===== config.mk =====
export PLATFORM = sky130hd
export DESIGN_NAME = hif_regs
export DESIGN_NICKNAME = d
export VERILOG_FILES = /design/src/rtl/hif_pkg.sv /design/src/rtl/hif_strobe_sync.sv /design/src/rtl/hif_dbb.sv /design/src/rtl/hif_status.sv /design/src/rtl/hif_regs.sv
export SDC_FILE = /design/constraint.sdc
export NUM_CORES = 1
export LEC_CHECK = 0
export BUFFER_PORTS_ARGS = -buffer_cell sky130_fd_sc_hd__buf_2
export CORE_ASPECT_RATIO = 0.6
export CORE_MARGIN = 1
export CORE_UTILIZATION = 54
export CTS_CLUSTER_SIZE = 12
export DETAILED_ROUTE_END_ITERATION = 16
export HOLD_SLACK_MARGIN = 0.03
export PLACE_DENSITY = 0.95
export SLEW_MARGIN = 0
export SYNTH_ARGS = -nofsm -noshare
export SYNTH_HDL_FRONTEND = slang
export SYNTH_HIERARCHICAL = 1
export SYNTH_SLANG_ARGS = --single-unit

===== constraint.sdc =====
create_clock -name clk_i -period 2.7 [get_ports clk_i]
set_input_delay 0.54 -clock clk_i [delete_from_list [all_inputs] [get_ports clk_i]]
set_output_delay 0.54 -clock clk_i [all_outputs]
set_load 0.05 [all_outputs]

===== src/rtl/hif_pkg.sv =====
package hif_pkg;
  localparam int DATA_W = 8;
  localparam int USER_W = 4;
  localparam int SYNC_STAGES = 2;

  typedef struct packed {
    logic [USER_W-1:0] user;
    logic              f1;
    logic              f0;
    logic              ibf;
    logic              obf;
  } hif_status_t;
endpackage


===== src/rtl/hif_strobe_sync.sv =====
module hif_strobe_sync #(
  parameter int STAGES = 2
) (
  input  logic clk_i,
  input  logic rst_ni,
  input  logic strobe_ni,
  output logic act_o,
  output logic lead_o,
  output logic trail_o
);
  logic [STAGES-1:0] chain_q;
  logic              prev_q;

  always_ff @(posedge clk_i or negedge rst_ni) begin
    if (!rst_ni) begin
      chain_q <= '0;
      prev_q  <= 1'b0;
    end else begin
      chain_q <= {chain_q[STAGES-2:0], ~strobe_ni};
      prev_q  <= chain_q[STAGES-1];
    end
  end

  assign act_o   = chain_q[STAGES-1];
  assign lead_o  = chain_q[STAGES-1] & ~prev_q;
  assign trail_o = ~chain_q[STAGES-1] & prev_q;
endmodule


===== src/rtl/hif_dbb.sv =====
module hif_dbb
  import hif_pkg::*;
(
  input  logic              clk_i,
  input  logic              rst_ni,
  input  logic              cs_i,
  input  logic              a0_i,
  input  logic [DATA_W-1:0] host_d_i,
  input  logic              wr_lead_i,
  input  logic              wr_trail_i,
  input  logic              rd_act_i,
  input  logic              rd_lead_i,
  input  logic              rd_trail_i,
  input  logic              ibuf_rd_i,
  input  logic              obuf_ld_i,
  input  logic [DATA_W-1:0] obuf_d_i,
  output logic [DATA_W-1:0] ibuf_q_o,
  output logic [DATA_W-1:0] obuf_q_o,
  output logic              ibf_o,
  output logic              obf_o,
  output logic              f1_o,
  output logic              lock_o
);
  logic              wcs_q, wa0_q, rcs_q, ra0_q;
  logic [DATA_W-1:0] wd_q, ibuf_q, obuf_q;
  logic              ibf_q, obf_q, f1_q;
  logic              wr_commit, rd_data_commit;

  // select, tag and data are latched when the synchronised strobe starts
  always_ff @(posedge clk_i or negedge rst_ni) begin
    if (!rst_ni) begin
      wcs_q <= 1'b0;
      wa0_q <= 1'b0;
      wd_q  <= '0;
      rcs_q <= 1'b0;
      ra0_q <= 1'b0;
    end else begin
      if (wr_lead_i) begin
        wcs_q <= cs_i;
        wa0_q <= a0_i;
        wd_q  <= host_d_i;
      end
      if (rd_lead_i) begin
        rcs_q <= cs_i;
        ra0_q <= a0_i;
      end
    end
  end

  assign wr_commit      = wr_trail_i & wcs_q;
  assign rd_data_commit = rd_trail_i & rcs_q & ~ra0_q;

  always_ff @(posedge clk_i or negedge rst_ni) begin
    if (!rst_ni) begin
      ibuf_q <= '0;
      obuf_q <= '0;
      ibf_q  <= 1'b0;
      obf_q  <= 1'b0;
      f1_q   <= 1'b0;
    end else begin
      if (wr_commit) begin
        ibuf_q <= wd_q;
        f1_q   <= wa0_q;
        ibf_q  <= 1'b1;
      end else if (ibuf_rd_i) begin
        ibf_q  <= 1'b0;
      end
      if (obuf_ld_i) begin
        obuf_q <= obuf_d_i;
        obf_q  <= 1'b1;
      end else if (rd_data_commit) begin
        obf_q  <= 1'b0;
      end
    end
  end

  assign ibuf_q_o = ibuf_q;
  assign obuf_q_o = obuf_q;
  assign ibf_o    = ibf_q;
  assign obf_o    = obf_q;
  assign f1_o     = f1_q;
  assign lock_o   = rd_act_i & ~rd_lead_i & rcs_q & ra0_q;


  ibf_rise_on_trail_chk: assert property (@(posedge clk_i) disable iff (!rst_ni)
    $rose(ibf_q) |-> $past(wr_trail_i));

  ibf_fall_on_rd_chk: assert property (@(posedge clk_i) disable iff (!rst_ni)
    $fell(ibf_q) |-> $past(ibuf_rd_i));

  obf_rise_on_ld_chk: assert property (@(posedge clk_i) disable iff (!rst_ni)
    $rose(obf_q) |-> $past(obuf_ld_i));

  f1_needs_select_chk: assert property (@(posedge clk_i) disable iff (!rst_ni)
    !$stable(f1_q) |-> $past(wcs_q && wr_trail_i));

  obf_fall_on_trail_chk: assert property (@(posedge clk_i) disable iff (!rst_ni)
    $fell(obf_q) |-> $past(rd_trail_i));
endmodule


===== src/rtl/hif_status.sv =====
module hif_status
  import hif_pkg::*;
(
  input  logic              clk_i,
  input  logic              rst_ni,
  input  logic              sts_wr_i,
  input  logic [USER_W-1:0] sts_user_i,
  input  logic              f0_set_i,
  input  logic              f0_clr_i,
  input  logic              f0_cpl_i,
  input  logic              f1_i,
  input  logic              ibf_i,
  input  logic              obf_i,
  input  logic              lock_i,
  output hif_status_t       live_o,
  output hif_status_t       view_o
);
  logic [USER_W-1:0] user_q;
  logic              f0_q;
  hif_status_t       live, view_q;

  always_ff @(posedge clk_i or negedge rst_ni) begin
    if (!rst_ni) begin
      user_q <= '0;
      f0_q   <= 1'b0;
    end else begin
      if (sts_wr_i) user_q <= sts_user_i;
      if (f0_clr_i)      f0_q <= 1'b0;
      else if (f0_set_i) f0_q <= 1'b1;
      else if (f0_cpl_i) f0_q <= ~f0_q;
    end
  end

  always_comb begin
    live.user = user_q;
    live.f1   = f1_i;
    live.f0   = f0_q;
    live.ibf  = ibf_i;
    live.obf  = obf_i;
  end

  // host view tracks live status except while the host is reading it
  always_ff @(posedge clk_i or negedge rst_ni) begin
    if (!rst_ni)      view_q <= '0;
    else if (!lock_i) view_q <= live;
  end

  assign live_o = live;
  assign view_o = view_q;


  view_frozen_chk: assert property (@(posedge clk_i) disable iff (!rst_ni)
    (lock_i && $past(lock_i)) |-> $stable(view_q));

  f0_clear_wins_chk: assert property (@(posedge clk_i) disable iff (!rst_ni)
    f0_clr_i |=> !live_o.f0);

  user_nibble_chk: assert property (@(posedge clk_i) disable iff (!rst_ni)
    sts_wr_i |=> (live_o.user == $past(sts_user_i)));
endmodule


===== src/rtl/hif_regs.sv =====
module hif_regs
  import hif_pkg::*;
(
  input  logic              clk_i,
  input  logic              rst_ni,
  input  logic              host_cs_ni,
  input  logic              host_rd_ni,
  input  logic              host_wr_ni,
  input  logic              host_a0_i,
  input  logic [DATA_W-1:0] host_d_i,
  output logic [DATA_W-1:0] host_d_o,
  input  logic              ibuf_rd_i,
  output logic [DATA_W-1:0] ibuf_q_o,
  input  logic              obuf_ld_i,
  input  logic [DATA_W-1:0] obuf_d_i,
  input  logic              sts_wr_i,
  input  logic [USER_W-1:0] sts_user_i,
  input  logic              f0_set_i,
  input  logic              f0_clr_i,
  input  logic              f0_cpl_i,
  output logic [DATA_W-1:0] status_o,
  output logic              ibf_o,
  output logic              obf_o,
  output logic              f1_o
);
  logic              wr_act, wr_lead, wr_trail;
  logic              rd_act, rd_lead, rd_trail;
  logic              lock, ibf, obf, f1;
  logic [DATA_W-1:0] obuf_q;
  hif_status_t       live, view;

  hif_strobe_sync #(.STAGES(SYNC_STAGES)) u_wr_sync (
    .clk_i, .rst_ni, .strobe_ni(host_wr_ni),
    .act_o(wr_act), .lead_o(wr_lead), .trail_o(wr_trail));

  hif_strobe_sync #(.STAGES(SYNC_STAGES)) u_rd_sync (
    .clk_i, .rst_ni, .strobe_ni(host_rd_ni),
    .act_o(rd_act), .lead_o(rd_lead), .trail_o(rd_trail));

  hif_dbb u_dbb (
    .clk_i, .rst_ni,
    .cs_i(~host_cs_ni), .a0_i(host_a0_i), .host_d_i,
    .wr_lead_i(wr_lead), .wr_trail_i(wr_trail),
    .rd_act_i(rd_act), .rd_lead_i(rd_lead), .rd_trail_i(rd_trail),
    .ibuf_rd_i, .obuf_ld_i, .obuf_d_i,
    .ibuf_q_o, .obuf_q_o(obuf_q),
    .ibf_o(ibf), .obf_o(obf), .f1_o(f1), .lock_o(lock));

  hif_status u_status (
    .clk_i, .rst_ni, .sts_wr_i, .sts_user_i,
    .f0_set_i, .f0_clr_i, .f0_cpl_i,
    .f1_i(f1), .ibf_i(ibf), .obf_i(obf), .lock_i(lock),
    .live_o(live), .view_o(view));

  assign host_d_o = host_a0_i ? view : obuf_q;
  assign status_o = live;
  assign ibf_o    = ibf;
  assign obf_o    = obf;
  assign f1_o     = f1;


  wr_strobe_quiet_chk: assert property (@(posedge clk_i) disable iff (!rst_ni)
    (wr_act && $past(wr_act)) |=> $stable(ibf_o) || $past(ibuf_rd_i));
endmodule


# Word level (Yosys, flattened, before mapping)
# Cells that the tools add are included.
# totals
word_cells,52
inputBits,32
regBits,50
# op_classes
n_mux,8
n_reduce_logical,3
bitwise_logic,20
# ops
op,n
$and A1 B1 Y1,10
$not A1 Y1,10
$mux W8,1
$mux W1,7
$reduce_bool A2 Y1,2
$reduce_bool A3 Y1,1

# Logic depth before layout (Yosys ltp)
# logic_depth
depth_word,6
depth_mapped,4
depth_no_buf,3

# Hierarchy
# The synthesis kept the hierarchy.
# modules_own_cells
mod,seq_area_each_um2,area_each_um2,cells_per_inst,n_inst
hif_dbb,775.7,1159.9,68,1
hif_status,325.3,549.3,33,1
hif_strobe_sync,75.1,93.8,6,2
hif_regs,0.0,135.1,10,1

# Worst setup path before layout
# No wires, ideal clock.
# synth_timing
path_type,input to output
from,input host_a0_i
to,output host_d_o[0]
arrival_time_ns,1.051
path_stages,2
path_buffers,1
required_ns,2.160
slack_ns,1.109
path_cell_list,buf_6 > mux2_4
# synth_between
elab_chain_cells,1
# synth_rtl
item,line_no,text
"start, declared",hif_regs.sv:9,"input logic host_a0_i,"
$mux W8,hif_regs.sv:55,assign host_d_o = host_a0_i ? view : obuf_q;
"end, declared",hif_regs.sv:11,"output logic [DATA_W-1:0] host_d_o,"
# Every way passes these cells.

# Final worst setup path
# layout_timing
from,input host_a0_i
to,output host_d_o[5]
# Same word-level chain as after synthesis.

==> flow_summary.toml <==
[setup_path]
critPathKind = "input pin to primary output"
worst-r2r-cell-count = 3
arrival_ps = 1380
worst_setup_path_start_kind = "input pin"
rrSetupSlack_ps = 970
endpoint_kind = "primary output"
reg2reg_from = "u_rd_sync/chain_q[1]"
required_ps = 2160
crit_fanout = 10
r2r_end = "u_status/view_o[7]"

[cells_and_area]
fillCellCount = 235
nets = 212
diodes = 0
syn_to_final_growth_pct = 18.3
final_common_cell = "buf_2"
drive_gt1_share_pct = 65.2
finalNonFillerCells = 226
layout_common_cells = "buf_2, dfrtp_1, mux2_2, mux2_4"

[global_routing]
grtUsageMet3_pct = 6.11
antenna_found_initial = 0
grt_use_met2_pct = 31.1
grt_pass1_vias = 1161
grt_pass1_wl_um = 5730
busiest_layer = "met2"
grt.overflow.total = 0
grt_usage_pct = 20.3
use_met1_pct = 26.1
grt_max_degree = 51

[sta]
hold_viol_final = 0
rsz0062_at_grt = "no"
finalSetupViolations = 0
slew_headroom_pct = 30.4
finClkSkew_ps = 10.8
fin_crit_ps = 1920
setup_slack_ps = 778
fin_setup_tns_ps = 0
fmax_ghz = 0.520
worstMarginPinSlew_ps = 1040
finalCritPeriodShare_pct = 71.2
hold_ws_ps = 358
slew_violations = 0

[yosys]
synthesis.nets = 155
ys_seq_area_share_pct = 61.6
syn_area_per_cell_um2 = 16.5
syn_inst = 123
synth.distinct_cells = 16
yosys_warnings = 6
syn_area_mm2 = 0.00203
ys_ff_latch = 50

[cts]
cts_setup_buffers = 0
cts_buffer_depth = 2
clock_sinks = 50
cts_root_buffer = "clkbuf_8"
cts_resized = 0
cts_tree = "built"
clk_pin_slew_ps = 90
clk_latency_ps = 300
cts_htree_levels = 2
cts_buffers = 5
cts_hold_buf = 0

[min_path]
holdPathStages = 0
hold_path_class = "flop to flop"
worstHoldStart = "u_wr_sync/chain_q[0]"
whs_endpoint = "u_wr_sync/chain_q[1]"

[place]
dp_slack_ps = 779
place_congestion = 0.663
portBuffers = 58
dp_cells = 218
dpl.hpwl_um = 2640

[route]
viasPerCell = 5.12
dr.pass1.iters = 2
num_vias = 1156
drc = 0
drt_first_iter_violations = 20
wl_per_cell_um = 15.7
wirelength_um = 3550
ant_nets = 0

[power]
p_per_area_mw_per_mm2 = 831
vdd_ir_drop_max_mv = 0.405
p_int_uw = 1260
p_leak_uw = 0.00117
pwr-share-seq_pct = 47.0
p_comb_share_pct = 31.7
p_sw_share_pct = 36.8
pwr-share-clk_pct = 21.3
netSwitchingPower_uw = 735

[floorplanning]
die_h_um = 49.5
chipWidth_um = 81.2
dieArea_mm2 = 0.00402
coreArea_mm2 = 0.00342
initial_utilization_pct = 59.4
row_count = 16
io_pins = 59

[run_status]
outcome = "finished clean"

[flow_run]
drv_cap = 0
==> sequential cells by signal (all words and copies together), names as in the netlist, 2 cells and up <==
signal,cells
u_dbb/ibuf_q_o,8
u_dbb/obuf_q_o,8
u_dbb/wd_q,8
u_status/view_o,8
u_status/user_q,4
u_rd_sync/chain_q,2
u_wr_sync/chain_q,2
==> power by group through the flow <==
stage,clock network [uW],registers (uW),logic (uW)
floorplan,0,1150,299
global placement,0,943,622
detailed placement,0,957,637
CTS,439,941,639
global route,471,958,666
finish,425,940,633
==> how the worst max path moves through the flow <==
| stage | startpoint | end | slack [ps] | cells after the start |
|---|---|---|---|---|
| 4_1_cts | host_a0_i | host_d_o[5] | 780 | 3 |
| 6_report | host_a0_i | host_d_o[5] | 780 | 3 |
| 5_1_grt | host_a0_i | host_d_o[5] | 750 | 3 |
| 3_5_place_dp | host_a0_i | host_d_o[5] | 780 | 3 |
| 3_3_place_gp | host_a0_i | host_d_o[6] | 820 | 3 |
| 2_1_floorplan | host_a0_i | host_d_o[0] | 1110 | 2 |
==> metal layers <==
metal	vias up	wire (um)
met2	42	1770
met3	12	186
met1	569	1490
met4	0	108
met5	-	0
li1	533	-
==> layout make-up <==
cell class	count	area, um^2	share of cell area, %
Tap cell	45	56.3	2.34
Clock inverter	3	21.3	0.885
Timing Repair Buffer	58	290	12.1
Clock buffer	5	68.8	2.86
Multi-Input combinational cell	60	697	29.0
Inverter	5	18.8	0.781
Sequential cell	50	1250	52.1
==> through the flow <==
step | util (%) | total power [uW] | area (um^2)
finish | 70.2 | 2000 | 2400
global route | 70.2 | 2090 | 2400
CTS | 70.2 | 2020 | 2400
detailed placement | 67.6 | 1590 | 2310
global placement | 67.6 | 1560 | 2310
floorplan | - | 1450 | 2030
==> Yosys cell counts <==
cell	number	area, um^2
nand2_4	1	11.3
mux2_4	16	240
buf_2	1	5.00
a21oi_1	1	5.00
a21o_1	1	7.51
dfrtp_1	50	1250
nor2b_1	2	12.5
buf_6	2	22.5
o21ai_0	1	5.00
xnor2_1	1	8.76
and2b_2	2	17.5
nand3b_1	1	7.51
mux2_2	33	372
buf_4	5	37.5
and4b_1	1	10.0
inv_1	5	18.8
==> critical path: stages <==
cell,delay [ps]
buf_2,280
mux2_4,340
buf_2,220
==> logic make-up after synthesis <==
group,Yosys count,share of synthesized area [%]
xor+xnor,1,0.431
flops,50,61.6
compound gates,3,0.862
buf+inv,13,4.13
mux,49,30.1
simple gates,7,2.89
Note: power is estimated with default switching activity, not from simulation.
